--- src/rtl/dsp_xy_agu_pkg.sv ---
package dsp_xy_agu_pkg;
  typedef enum logic [1:0] {
    UPD_HOLD = 2'd0,
    UPD_STEP = 2'd1,
    UPD_INDEX = 2'd2,
    UPD_RSVD = 2'd3
  } upd_mode_e;

  localparam int unsigned NUM_SIDES = 2;
  localparam int unsigned PTRS_PER_SIDE = 2;
  localparam int unsigned NUM_PTRS = NUM_SIDES * PTRS_PER_SIDE;

  localparam logic [2:0] CFG_XIDX = 3'd4;
  localparam logic [2:0] CFG_YIDX = 3'd5;
  localparam logic [2:0] CFG_MSTART = 3'd6;
  localparam logic [2:0] CFG_MEND = 3'd7;
endpackage

--- src/rtl/dsp_xy_agu_side.sv ---
module dsp_xy_agu_side
  import dsp_xy_agu_pkg::*;
#(
  parameter int unsigned AW = 16
) (
  input  logic          clk,
  input  logic          rst_n,
  input  logic          req_valid,
  input  logic          ptr_sel,
  input  logic [1:0]    mode,
  input  logic          mod_en,
  input  logic [AW-1:0] ptr0,
  input  logic [AW-1:0] ptr1,
  input  logic [AW-1:0] idx,
  input  logic [AW-1:0] mstart,
  input  logic [AW-1:0] mend,
  output logic [AW-1:0] addr,
  output logic          addr_valid,
  output logic          upd_en,
  output logic          upd_sel,
  output logic [AW-1:0] upd_data
);
  localparam logic [AW-1:0] WORD_STEP = AW'(2);
  localparam logic [AW-1:0] ALIGN_MASK = ~AW'(1);

  upd_mode_e     mode_e;
  logic [AW-1:0] cur;
  logic [AW-1:0] sum;
  logic          at_end;

  assign mode_e = upd_mode_e'(mode);
  assign cur = ptr_sel ? ptr1 : ptr0;
  assign addr = cur & ALIGN_MASK;
  assign addr_valid = req_valid;
  assign at_end = mod_en && ((cur & ALIGN_MASK) == (mend & ALIGN_MASK));

  always_comb begin
    unique case (mode_e)
      UPD_STEP:  sum = cur + WORD_STEP;
      UPD_INDEX: sum = cur + idx;
      default:   sum = cur;
    endcase
  end

  always_comb begin
    upd_en = req_valid && (mode_e == UPD_STEP || mode_e == UPD_INDEX);
    upd_sel = ptr_sel;
    if (at_end) upd_data = mstart & ALIGN_MASK;
    else        upd_data = sum & ALIGN_MASK;
  end

  AST_ADDR_ALIGNED: assert property (@(posedge clk) disable iff (!rst_n)
    addr_valid |-> (addr[0] == 1'b0 && upd_data[0] == 1'b0));
endmodule

--- src/rtl/dsp_xy_agu_regbank.sv ---
module dsp_xy_agu_regbank
  import dsp_xy_agu_pkg::*;
#(
  parameter int unsigned AW = 16
) (
  input  logic          clk,
  input  logic          rst_n,
  input  logic          cfg_we,
  input  logic [2:0]    cfg_sel,
  input  logic [AW-1:0] cfg_wdata,
  input  logic          x_upd_en,
  input  logic          x_upd_sel,
  input  logic [AW-1:0] x_upd_data,
  input  logic          y_upd_en,
  input  logic          y_upd_sel,
  input  logic [AW-1:0] y_upd_data,
  output logic [AW-1:0] ptr_o [NUM_PTRS],
  output logic [AW-1:0] xidx_o,
  output logic [AW-1:0] yidx_o,
  output logic [AW-1:0] mstart_o,
  output logic [AW-1:0] mend_o
);
  localparam logic [AW-1:0] ALIGN_MASK = ~AW'(1);

  logic [AW-1:0] ptr_q [NUM_PTRS];
  logic [AW-1:0] xidx_q, yidx_q, mstart_q, mend_q;
  logic [AW-1:0] cfg_aligned;

  assign cfg_aligned = cfg_wdata & ALIGN_MASK;

  for (genvar k = 0; k < NUM_PTRS; k++) begin : g_ptr
    localparam logic [2:0] CODE = 3'(k);
    localparam bit IS_Y = (k >= PTRS_PER_SIDE);
    localparam logic SEL = 1'(k % PTRS_PER_SIDE);
    logic side_hit;
    logic [AW-1:0] side_data;

    if (IS_Y) begin : g_y
      assign side_hit = y_upd_en && (y_upd_sel == SEL);
      assign side_data = y_upd_data;
    end else begin : g_x
      assign side_hit = x_upd_en && (x_upd_sel == SEL);
      assign side_data = x_upd_data;
    end

    always_ff @(posedge clk or negedge rst_n) begin
      if (!rst_n)                          ptr_q[k] <= '0;
      else if (cfg_we && cfg_sel == CODE)  ptr_q[k] <= cfg_aligned;
      else if (side_hit)                   ptr_q[k] <= side_data;
    end

    assign ptr_o[k] = ptr_q[k];
  end

  always_ff @(posedge clk or negedge rst_n) begin
    if (!rst_n) begin
      xidx_q <= '0;
      yidx_q <= '0;
      mstart_q <= '0;
      mend_q <= '0;
    end else if (cfg_we) begin
      unique case (cfg_sel)
        CFG_XIDX:   xidx_q <= cfg_aligned;
        CFG_YIDX:   yidx_q <= cfg_aligned;
        CFG_MSTART: mstart_q <= cfg_aligned;
        CFG_MEND:   mend_q <= cfg_aligned;
        default: ;
      endcase
    end
  end

  assign xidx_o = xidx_q;
  assign yidx_o = yidx_q;
  assign mstart_o = mstart_q;
  assign mend_o = mend_q;

  AST_HOLD_KEEPS: assert property (@(posedge clk) disable iff (!rst_n)
    (!cfg_we && !x_upd_en) |=> ($stable(ptr_q[0]) && $stable(ptr_q[1])));
  AST_X_UPDATE_STORED: assert property (@(posedge clk) disable iff (!rst_n)
    (x_upd_en && !x_upd_sel && !(cfg_we && cfg_sel == 3'd0))
      |=> ptr_q[0] == $past(x_upd_data));
  AST_Y_UPDATE_STORED: assert property (@(posedge clk) disable iff (!rst_n)
    (y_upd_en && y_upd_sel && !(cfg_we && cfg_sel == 3'd3))
      |=> ptr_q[3] == $past(y_upd_data));
  AST_CFG_WINS: assert property (@(posedge clk) disable iff (!rst_n)
    (cfg_we && cfg_sel == 3'd0) |=> ptr_q[0] == ($past(cfg_wdata) & ALIGN_MASK));
endmodule

--- src/rtl/dsp_xy_agu.sv ---
module dsp_xy_agu
  import dsp_xy_agu_pkg::*;
#(
  parameter int unsigned AW = 16
) (
  input  logic          clk,
  input  logic          rst_n,
  input  logic          cfg_we,
  input  logic [2:0]    cfg_sel,
  input  logic [AW-1:0] cfg_wdata,
  input  logic          x_mod_en,
  input  logic          y_mod_en,
  input  logic          x_req_valid,
  input  logic          x_ptr_sel,
  input  logic [1:0]    x_mode,
  input  logic          y_req_valid,
  input  logic          y_ptr_sel,
  input  logic [1:0]    y_mode,
  output logic [AW-1:0] x_addr,
  output logic          x_addr_valid,
  output logic [AW-1:0] y_addr,
  output logic          y_addr_valid,
  output logic          x_wb_valid,
  output logic          x_wb_sel,
  output logic [AW-1:0] x_wb_data,
  output logic          y_wb_valid,
  output logic          y_wb_sel,
  output logic [AW-1:0] y_wb_data
);
  logic [AW-1:0] ptr_w [NUM_PTRS];
  logic [AW-1:0] xidx_w, yidx_w, mstart_w, mend_w;
  logic          x_upd_en, y_upd_en;
  logic          x_upd_sel, y_upd_sel;
  logic [AW-1:0] x_upd_data, y_upd_data;
  logic          x_cfg_clash, y_cfg_clash;

  dsp_xy_agu_side #(.AW(AW)) u_side_x (
    .clk(clk), .rst_n(rst_n),
    .req_valid(x_req_valid), .ptr_sel(x_ptr_sel), .mode(x_mode), .mod_en(x_mod_en),
    .ptr0(ptr_w[0]), .ptr1(ptr_w[1]), .idx(xidx_w),
    .mstart(mstart_w), .mend(mend_w),
    .addr(x_addr), .addr_valid(x_addr_valid),
    .upd_en(x_upd_en), .upd_sel(x_upd_sel), .upd_data(x_upd_data)
  );

  dsp_xy_agu_side #(.AW(AW)) u_side_y (
    .clk(clk), .rst_n(rst_n),
    .req_valid(y_req_valid), .ptr_sel(y_ptr_sel), .mode(y_mode), .mod_en(y_mod_en),
    .ptr0(ptr_w[2]), .ptr1(ptr_w[3]), .idx(yidx_w),
    .mstart(mstart_w), .mend(mend_w),
    .addr(y_addr), .addr_valid(y_addr_valid),
    .upd_en(y_upd_en), .upd_sel(y_upd_sel), .upd_data(y_upd_data)
  );

  assign x_cfg_clash = cfg_we && (cfg_sel == {2'b00, x_upd_sel});
  assign y_cfg_clash = cfg_we && (cfg_sel == {2'b01, y_upd_sel});

  assign x_wb_valid = x_upd_en && !x_cfg_clash;
  assign x_wb_sel = x_upd_sel;
  assign x_wb_data = x_upd_data;
  assign y_wb_valid = y_upd_en && !y_cfg_clash;
  assign y_wb_sel = y_upd_sel;
  assign y_wb_data = y_upd_data;

  dsp_xy_agu_regbank #(.AW(AW)) u_regs (
    .clk(clk), .rst_n(rst_n),
    .cfg_we(cfg_we), .cfg_sel(cfg_sel), .cfg_wdata(cfg_wdata),
    .x_upd_en(x_wb_valid), .x_upd_sel(x_upd_sel), .x_upd_data(x_upd_data),
    .y_upd_en(y_wb_valid), .y_upd_sel(y_upd_sel), .y_upd_data(y_upd_data),
    .ptr_o(ptr_w), .xidx_o(xidx_w), .yidx_o(yidx_w),
    .mstart_o(mstart_w), .mend_o(mend_w)
  );

  AST_X_NO_WB_WITHOUT_REQ: assert property (@(posedge clk) disable iff (!rst_n)
    !x_req_valid |-> !x_wb_valid);
  AST_Y_NO_WB_WITHOUT_REQ: assert property (@(posedge clk) disable iff (!rst_n)
    !y_req_valid |-> !y_wb_valid);
  AST_VALID_FOLLOWS: assert property (@(posedge clk) disable iff (!rst_n)
    (x_addr_valid == x_req_valid) && (y_addr_valid == y_req_valid));
endmodule

--- config.mk ---
export PLATFORM = sky130hd
export DESIGN_NAME = dsp_xy_agu
export DESIGN_NICKNAME = d
export VERILOG_FILES = /design/src/rtl/dsp_xy_agu_pkg.sv /design/src/rtl/dsp_xy_agu_side.sv /design/src/rtl/dsp_xy_agu_regbank.sv /design/src/rtl/dsp_xy_agu.sv
export SDC_FILE = /design/constraint.sdc
export NUM_CORES = 1
export LEC_CHECK = 0
export ABC_AREA = 1
export BUFFER_PORTS_ARGS = -buffer_cell sky130_fd_sc_hd__buf_4
export CAP_MARGIN = 25
export CORE_MARGIN = 10
export CORE_UTILIZATION = 45
export CTS_CLUSTER_DIAMETER = 80
export DETAILED_ROUTE_END_ITERATION = 8
export GPL_TIMING_DRIVEN = 0
export PLACE_DENSITY = 0.68
export SLEW_MARGIN = 40
export SYNTH_ARGS = -nofsm -noshare
export SYNTH_HDL_FRONTEND = slang
export SYNTH_SLANG_ARGS = --single-unit
--- constraint.sdc ---
create_clock -name clk -period 7.1 [get_ports clk]
set_input_delay 0.71 -clock clk [delete_from_list [all_inputs] [get_ports clk]]
set_output_delay 0.71 -clock clk [all_outputs]
set_load 0.01 [all_outputs]
Word-level counts from Yosys, hierarchy flattened
Cells that the tools add are included.
Word-level totals
  bits in registers: 124
  word-level logic and storage cells: 72
  output and inout port bits: 70
  input bits: 32
Operators by class
  eq/ne operators: 15
  muxes and demuxes: 14
  reductions and logical operators: 29
  $add $sub $neg: 4
  bitwise logic cells: 2
Operators with widths (number)
  16-bit two-way mux: 12
  16-bit case mux with 2 select lines: 2
  16-bit adder: 2
  16-bit by 2-bit adder with 16-bit output (second input constant): 2
  15-bit equality test: 2
  1-bit logical AND: 16
  3-bit equality test (second input constant): 4
  2-bit AND reduction: 4
  2-bit nonzero test: 4
  3-bit by 2-bit equality test with 1-bit output (second input constant): 2
  2-bit by 1-bit equality test with 1-bit output (second input constant): 2
  2-bit equality test (second input constant): 2
  3-bit by 1-bit equality test with 1-bit output: 1
  3-bit by 1-bit equality test with 1-bit output (second input constant): 1
  3-bit by 2-bit equality test with 1-bit output: 1
  3-bit logical NOT: 1
  1-bit logical NOT: 2
  1-bit logical OR: 2
  1-bit inverter: 2

Logic depth before layout (Yosys ltp)
Gate-level depths: netlist (run 1).
  depth in word-level cells: 7
  depth in mapped cells: 20
  mapped depth without buffers: 19

Cells and area by module
Synthesis (run 1) repeated with hierarchy kept, for this count alone.
Second synthesis, totals
  cells, all modules: 1745
  area, all modules: 10695.3 um^2
Modules (own cells, without submodules)
  dsp_xy_agu_regbank: area each 5619.1 um^2, cells each 713, times used 1
  dsp_xy_agu_side (u_side_y): area each 2613.8 um^2, cells each 514, times used 1
  dsp_xy_agu_side (u_side_x): area each 2388.5 um^2, cells each 499, times used 1
  dsp_xy_agu: area each 73.8 um^2, cells each 19, times used 1

Least setup slack after synthesis (run 1)
OpenSTA, ideal clock, no wires.
  path type: input-to-output
  start: input x_ptr_sel
  end: output x_wb_data[9]
  stages on the path: 16
  slack: 3224 ps
  required time: 6390 ps
  data arrival time: 3166 ps
  cells stage by stage: buf_6 buf_4 o21ai_0 ha_1 inv_1 fa_1 nand3b_1 nand2_1 nand3_1 nand2_1 nand2_1 nand2_1 xor2_1 nand2_1 nand2_1 and2_1
On the way
  word-level cells in the longest chain between the ends: 4
  elaborated cells between the ends (all ways): 7
  classes of those cells: add/sub: 2; eq/ne: 1; mux: 3; reduce/logical: 1
RTL lines
  from (decl): line dsp_xy_agu.sv:14  | input logic x_ptr_sel,
  16-bit two-way mux (*): line dsp_xy_agu_side.sv:32  | assign cur = ptr_sel ? ptr1 : ptr0;
  named net x_addr[1]: line dsp_xy_agu.sv:19  | output logic [AW-1:0] x_addr,
  16-bit adder, or another cell as far along: line dsp_xy_agu_side.sv:40  | UPD_INDEX: sum = cur + idx;
  16-bit case mux with 2 select lines / 1-bit logical AND (equally long branches): line dsp_xy_agu_side.sv:38, dsp_xy_agu_side.sv:35
  16-bit two-way mux (*): line dsp_xy_agu_side.sv:48  | if (at_end) upd_data = mstart & ALIGN_MASK;
  to (decl): line dsp_xy_agu.sv:25  | output logic [AW-1:0] x_wb_data,
The timed path passes the listed nets; every way through them passes the cells marked *.

Worst setup path in the final report (run 1)
  start: input x_ptr_sel
  end: output x_wb_data[9]
On the way
  word-level cells in the longest chain between the ends: 4
  elaborated cells between the ends (all ways): 7
  classes of those cells: add/sub: 2; eq/ne: 1; mux: 3; reduce/logical: 1
RTL lines (line)
  16-bit two-way mux (*): dsp_xy_agu_side.sv:32
  16-bit adder, or another cell as far along: dsp_xy_agu_side.sv:40
  16-bit case mux with 2 select lines / 1-bit logical AND (equally long branches): dsp_xy_agu_side.sv:38, dsp_xy_agu_side.sv:35
  16-bit two-way mux (*): dsp_xy_agu_side.sv:48
Mark *: on every way between the ends. The rest lies on a longest branch, timed or not.

==> run summary, run 1 <==
Die ar. -> 0.0256 mm²
Tot GR Track Use -> 23.5%
xor and xnor fraction of the mapped netlist area -> 1.69%
Setup crit start kind -> input pin
initial antenna violation count -> 0
Max Freq -> 226 MHz
DP HPWL -> 24,300 µm
first-pass GRT wire length -> 48,100 µm
vias in the first global route -> 8,886
Rows -> 51
Worst-Skew Late Latency -> 0.43 ns
Synth Register Bits -> 120
max cap viols -> 0
# IOs -> 102
Longest Clk Path Bufs -> 2
Psw -> 1270 µW
Worst R2R End -> u_regs.ptr_o[63]
Max Slew Vio Count -> 0
vias -> 9,329
switching share of power -> 40.3%
Post-DP Area -> 0.00989 mm²
Starting Density -> 45.5%
final net count -> 1,527
reg2reg start -> u_regs.ptr_o[49]
Die X-Extent -> 160 µm
Cell variety after synth -> 44
Top Family by Delay on Critical Path -> simple AND/OR/NAND/NOR gates
R2R setup slack -> 4.02 ns
Die Y -> 160 µm
register area share after synthesis -> 34.1%
CTS root buffer -> clkbuf_16
P_int -> 1890 µW
# diodes -> 0
Post-CTS Setup Bufs -> 0
Area Overhead vs Synth -> 19.2%
min Tclk post-route -> 4.43 ns
most frequent cells in the layout -> 476 x nand2_1, 197 x inv_1, 120 x dfrtp_1
TritonRoute pass-1 iters -> 5
Iter 0 DRT Violations -> 1,042
final instance area -> 0.0105 mm²
Reg2Reg Depth -> 16
pwr/cell area -> 301 mW/mm²
CTS Buf Count -> 17
Peak VDD IR -> 0.000188 V
area share of the largest cell type after synthesis -> 34.1%
H-tree levels -> 4
max_slew headroom -> 47.4%
Critical Path Max Stage Delay -> 0.55 ns
IO buf count -> 94
Routed WL -> 30,600 µm
largest fanout on the critical path -> 10
Synth warnings -> 0
Static Leak -> 0.00576 µW
Final Setup Violations -> 0
Final Wtd Congestion -> 0.947
synthesized instance count -> 1,346
unrepaired setup endpoints after global routing -> no
Final Skew -> 0.0106 ns
period utilisation layout -> 62.5%
Synth Area in Adders -> 4.72%
Post-Synth Simple-Gate Area -> 32.6%
CTS resizes -> 0
Synth Cell Area -> 0.00880 mm²
CTS clk-pin slew, worst paths -> 0.06 ns
Core Util, Final -> 54.3%
Worst EP arrival -> 3.72 ns
Post-DRT Antenna Nets -> 0
Filler Cell Count -> 1,939
CP required -> 6.39 ns
Hold Worst Slack -> 0.182 ns
critical path class -> input pin to primary output
CP cell instances -> buf_6 > buf_4 > o21ai_0 > ha_1 > inv_1 > fa_1 > nand3b_1 > nand2_1 > nand3_1 > nand2_1 > nand2_1 > nand2_1 > xor2_1 > nand2_1 > nand2_1 > and2_1 > buf_4
hold_buf cts -> 0
Synth Area per Inst -> 6.54 µm²
DR vias/cell -> 5.36
top_reg_cell synth -> dfrtp_1
commonest non-fill, non-tap cell in the layout -> nand2_1
Slew @ Worst Pin -> 0.781 ns
GRT overflow -> 0
Clk network pwr share -> 28.5%
most numerous cell on the critical path -> nand2_1
slowest cell on the critical path -> o21ai_0
CP Depth -> 17
compound-gate portion of the synthesized area -> 14.9%
ys async rst share -> 100%
CTS tree -> yes
Hold Violations, Final -> 0
# placed instances -> 1,709
setup TNS -> 0 ns
worst path bufs/invs -> 4
Synth area leaders -> dfrtp_1 34%, nand2_1 20%, inv_1 8.4%
share of cells above drive strength 1 -> 12.8%
Critical Path Sink Type -> primary output
DRC -> 0
EDFF count, synth -> 0
run status -> completed
per-cell routed wire length -> 17.6 µm
CTS sink cnt -> 120
part of the power in registers -> 30.1%
largest net degree at the start of global routing -> 73
combinational cell fraction of total power -> 41.4%
Synth area leader -> dfrtp_1
final std cells w/o fill -> 1,741
largest family of logic cells by synthesized area -> simple AND/OR/NAND/NOR gates
post-synthesis mux area share -> 0.114%
Hold WC Path Type -> input pin to asynchronous set/reset pin
core area -> 0.0193 mm²
==> worst max path at each step <==
stage | from | endpoint | slack (ns)
2_1_floorplan | x_ptr_sel | x_wb_data[9] | 3.22
3_3_place_gp | x_ptr_sel | x_wb_data[9] | 2.76
3_5_place_dp | x_ptr_sel | x_wb_data[9] | 2.72
4_1_cts | x_ptr_sel | x_wb_data[9] | 2.71
5_1_grt | x_ptr_sel | x_wb_data[9] | 2.45
6_report | x_ptr_sel | x_wb_data[9] | 2.67
==> synth_stat cells (2+ instances only) <==
cell type,n
a21boi_0,2
a21o_1,3
a21oi_1,38
and2_1,6
buf_1,2
buf_2,5
buf_4,9
buf_6,7
clkbuf_1,24
dfrtp_1,120
fa_1,2
ha_1,30
inv_1,197
inv_2,6
nand2_1,476
nand2_2,11
nand3_1,90
nand3b_1,5
nand4_1,7
nor2_1,79
nor2_2,2
nor2_4,2
nor3_1,9
o211ai_1,8
o211ai_2,2
o21a_1,3
o21ai_0,112
o21ai_1,12
o21ai_2,10
o21ai_4,2
o21bai_1,8
o22ai_1,24
o31ai_1,2
or2_1,2
or2_2,4
xor2_1,17
==> power by group through the flow <==
stage / registers [µW] / logic (µW) / clock network (µW)
floorplan: 928 / 841 / 0
global placement: 953 / 1280 / 0
detailed placement: 956 / 1300 / 0
CTS: 948 / 1300 / 901
global route: 968 / 1460 / 932
finish: 950 / 1310 / 901
==> logic make-up (layout without fill, tap and decap cells) <==
| logic type | after synthesis | after routing |
|---|---|---|
| other | 1 | 4 |
| XOR/XNOR | 17 | 17 |
| adder cells (fa/ha/maj) | 32 | 32 |
| multiplexers | 1 | 1 |
| buffers and inverters | 252 | 379 |
| AO/OA/AOI/OAI | 227 | 227 |
| AND/OR/NAND/NOR | 696 | 696 |
| flip-flops | 120 | 120 |
==> registers in the layout (all words and copies together), names as in the netlist <==
register and flops:
u_regs.ptr_o 60, u_regs.mend_o 15, u_regs.mstart_o 15, u_regs.xidx_o 15, u_regs.yidx_o 15
==> per-layer routing <==
metal	vias to the layer above	share of wire, %	track usage, %	wire, µm
met5	-	0	0	0
met4	0	2.1	7.51	652
met3	51	8.8	4.81	2690
met2	427	44	36.0	13500
met1	4360	45	32.4	13700
li1	4491	-	-	-
==> metrics by stage <==
stage | total power, µW | setup slack (ns)
finish | 3160 | 2.67
global route | 3360 | 2.45
CTS | 3150 | 2.71
detailed placement | 2250 | 2.72
global placement | 2230 | 2.76
floorplan | 1770 | 3.22
==> layout make-up <==
type	instances	area (µm²)	share of cell area, %
Clock buffer	18	429	4.09
Inverter	204	766	7.30
Sequential cell	120	3000	28.6
Multi-Input combinational cell	977	4760	45.4
Buffer	48	284	2.71
Clock inverter	14	175	1.67
Tap cell	265	332	3.16
Timing Repair Buffer	95	741	7.06
Note: power is estimated with default switching activity, not from simulation.
==> run 2: changes to the inputs <==
--- a/config.mk
+++ b/config.mk
@@ -13,7 +13,7 @@
 export CTS_CLUSTER_DIAMETER = 80
 export DETAILED_ROUTE_END_ITERATION = 8
 export GPL_TIMING_DRIVEN = 0
-export PLACE_DENSITY = 0.68
+export PLACE_DENSITY = 0.71
 export SLEW_MARGIN = 40
 export SYNTH_ARGS = -nofsm -noshare
 export SYNTH_HDL_FRONTEND = slang
==> constraint.sdc (replaced) <==
create_clock -name clk -period 3.91 [get_ports clk]
set_input_delay 0.391 -clock clk [delete_from_list [all_inputs] [get_ports clk]]
set_output_delay 0.391 -clock clk [all_outputs]
set_load 0.01 [all_outputs]
==> run summary, run 2 (same netlist as run 1, synthesis figures left out) <==
Max Freq -> 273 MHz
Die X-Extent -> 160 µm (unchanged)
max_slew headroom -> 42.4% (was 47.4%)
TritonRoute pass-1 iters -> 9 (was 5)
Tot GR Track Use -> 23.4% (was 23.5%)
first-pass GRT wire length -> 48,000 µm (was 48,100 µm)
initial antenna violation count -> 0 (unchanged)
Final Wtd Congestion -> 0.955 (was 0.947)
Setup crit start kind -> input pin (unchanged)
vias in the first global route -> 8,800 (was 8,886)
per-cell routed wire length -> 17.5 µm (was 17.6 µm)
# diodes -> 0 (unchanged)
Post-DRT Antenna Nets -> 0 (unchanged)
unrepaired setup endpoints after global routing -> no (unchanged)
Max Slew Vio Count -> 0 (unchanged)
min Tclk post-route -> 3.66 ns
run status -> complete, but fails checks (was completed)
R2R setup slack -> 1.04 ns (was 4.02 ns)
CP required -> 3.52 ns (was 6.39 ns)
IO buf count -> 94 (unchanged)
most frequent cells in the layout -> 476 x nand2_1, 197 x inv_1, 120 x dfrtp_1 (unchanged)
Routed WL -> 30,500 µm (was 30,600 µm)
max cap viols -> 0 (unchanged)
Longest Clk Path Bufs -> 2 (unchanged)
DRC -> 2 (was 0)
GRT overflow -> 0 (unchanged)
Final Skew -> 0.00773 ns (was 0.0106 ns)
setup TNS -> 0 ns (unchanged)
Iter 0 DRT Violations -> 841 (was 1,042)
H-tree levels -> 4 (unchanged)
DR vias/cell -> 5.30 (was 5.36)
CTS tree -> yes (unchanged)
period utilisation layout -> 93.6%
commonest non-fill, non-tap cell in the layout -> nand2_1 (unchanged)
Largest register FFs -> 60 (unchanged)
Die Y -> 160 µm (unchanged)
largest net degree at the start of global routing -> 63 (was 73)
CTS sink cnt -> 120 (unchanged)
pwr/cell area -> 547 mW/mm² (was 301 mW/mm²)
Starting Density -> 45.5% (unchanged)
Area Overhead vs Synth -> 19.2% (about the same)
crit path launch -> x_mode[0] (was x_ptr_sel)
Slew @ Worst Pin -> 0.855 ns (was 0.781 ns)
Worst-Skew Late Latency -> 0.43 ns (about the same)
Hold Violations, Final -> 0 (unchanged)
Post-DP Area -> 0.00989 mm² (unchanged)
Hold WC Path Type -> input pin to flip-flop (was input pin to asynchronous set/reset pin)
crit path to -> x_wb_data[7] (was x_wb_data[9])
CTS Buf Count -> 17 (unchanged)
Static Leak -> 0.00578 µW (was 0.00576 µW)
# placed instances -> 1,709 (unchanged)
Final Setup Violations -> 0 (unchanged)
final instance area -> 0.0105 mm² (about the same)
CTS root buffer -> clkbuf_16 (unchanged)
Worst R2R End -> u_regs.ptr_o[63] (unchanged)
DP HPWL -> 24,100 µm (was 24,300 µm)
Die ar. -> 0.0256 mm² (unchanged)
Peak VDD IR -> 0.000311 V (was 0.000188 V)
Critical Path Sink Type -> primary output (unchanged)
# IOs -> 102 (unchanged)
largest fanout on the critical path -> 10 (unchanged)
Worst EP arrival -> 3.27 ns (was 3.72 ns)
Reg2Reg Depth -> 15 (was 16)
vias -> 9,223 (was 9,329)
reg2reg start -> u_regs.ptr_o[50] (was u_regs.ptr_o[49])
Post-CTS Setup Bufs -> 0 (unchanged)
critical path class -> input pin to primary output (unchanged)
final std cells w/o fill -> 1,741 (unchanged)
CTS clk-pin slew, worst paths -> 0.06 ns (about the same)
failing checks -> design-rule violations
core area -> 0.0193 mm² (unchanged)
Rows -> 51 (unchanged)
final net count -> 1,528 (was 1,527)
share of cells above drive strength 1 -> 12.5% (was 12.8%)
run 2: routing by layer:
layer	track usage [%]	vias to the layer above	wire (µm)
li1	-	4485	-
met1	32.1	4270	13300
met2	36.1	421	13700
met3	5.32	47	2920
met4	6.55	0	595
met5	0	-	0
run 2: per-stage QoR:
step           utilization, %  hold WS, ns  setup WS (ns)  power, µW
5_1_grt                  54.3        0.199         0.0117       6110
4_1_cts                  54.3        0.185          0.116       5720
6_report                 54.3        0.186          0.249       5740
3_5_place_dp             51.1        0.364          0.222       4080
3_3_place_gp             51.0        0.466          0.178       4030
2_1_floorplan               -       0.0954          0.672       3210
run 2: critical path: stages:
cell and delay (ns):
buf_4 0.11, inv_1 0.04, ha_1 0.32, clkbuf_1 0.44
nand2_1 0.11, ha_1 0.23, inv_1 0.08, fa_1 0.20
nand3b_1 0.15, nand2_1 0.12, nand3_1 0.11, nand2_1 0.13
or2_2 0.31, nand3_1 0.07, nand3_1 0.08, o21ai_1 0.18
inv_1 0.07, buf_4 0.15
run 2: worst min path at each step:
stage / to / start / slack, ns / depth (start not counted)
4_1_cts: u_regs.mend_o[10] / cfg_wdata[10] / 0.18 / 3
3_5_place_dp: u_regs.xidx_o[2] / rst_n / 0.36 / 1
6_report: u_regs.mend_o[14] / cfg_wdata[14] / 0.19 / 3
2_1_floorplan: u_regs.mend_o[10] / rst_n / 0.1 / 0
5_1_grt: u_regs.mend_o[13] / cfg_wdata[13] / 0.20 / 3
3_3_place_gp: u_regs.mstart_o[9] / u_regs.mstart_o[9] / 0.47 / 2
run 2: cell type report:
cell class,count,area (µm²)
sequential,120,3000
timing repair buffer,96,751
buffer,48,284
tap,265,332
clock buffer,21,440
multi-input combinational,977,4760
clock inverter,10,153
inverter,204,766
fill,1937,8840
run 2: where the power goes:
group          total (µW)  switching, µW  leakage (µW)  internal (µW)
Sequential           1730            179       0.00150           1550
Clock                1640            586      0.000290           1060
Combinational        2370           1490       0.00399            877
Total                5740           2260       0.00578           3480
run 2: repair_timing:
action	4_1_cts	5_1_grt
hold endpoints to repair	61	0
hold buffers	1	0
resized for setup	0	2
setup endpoints to repair	0	8
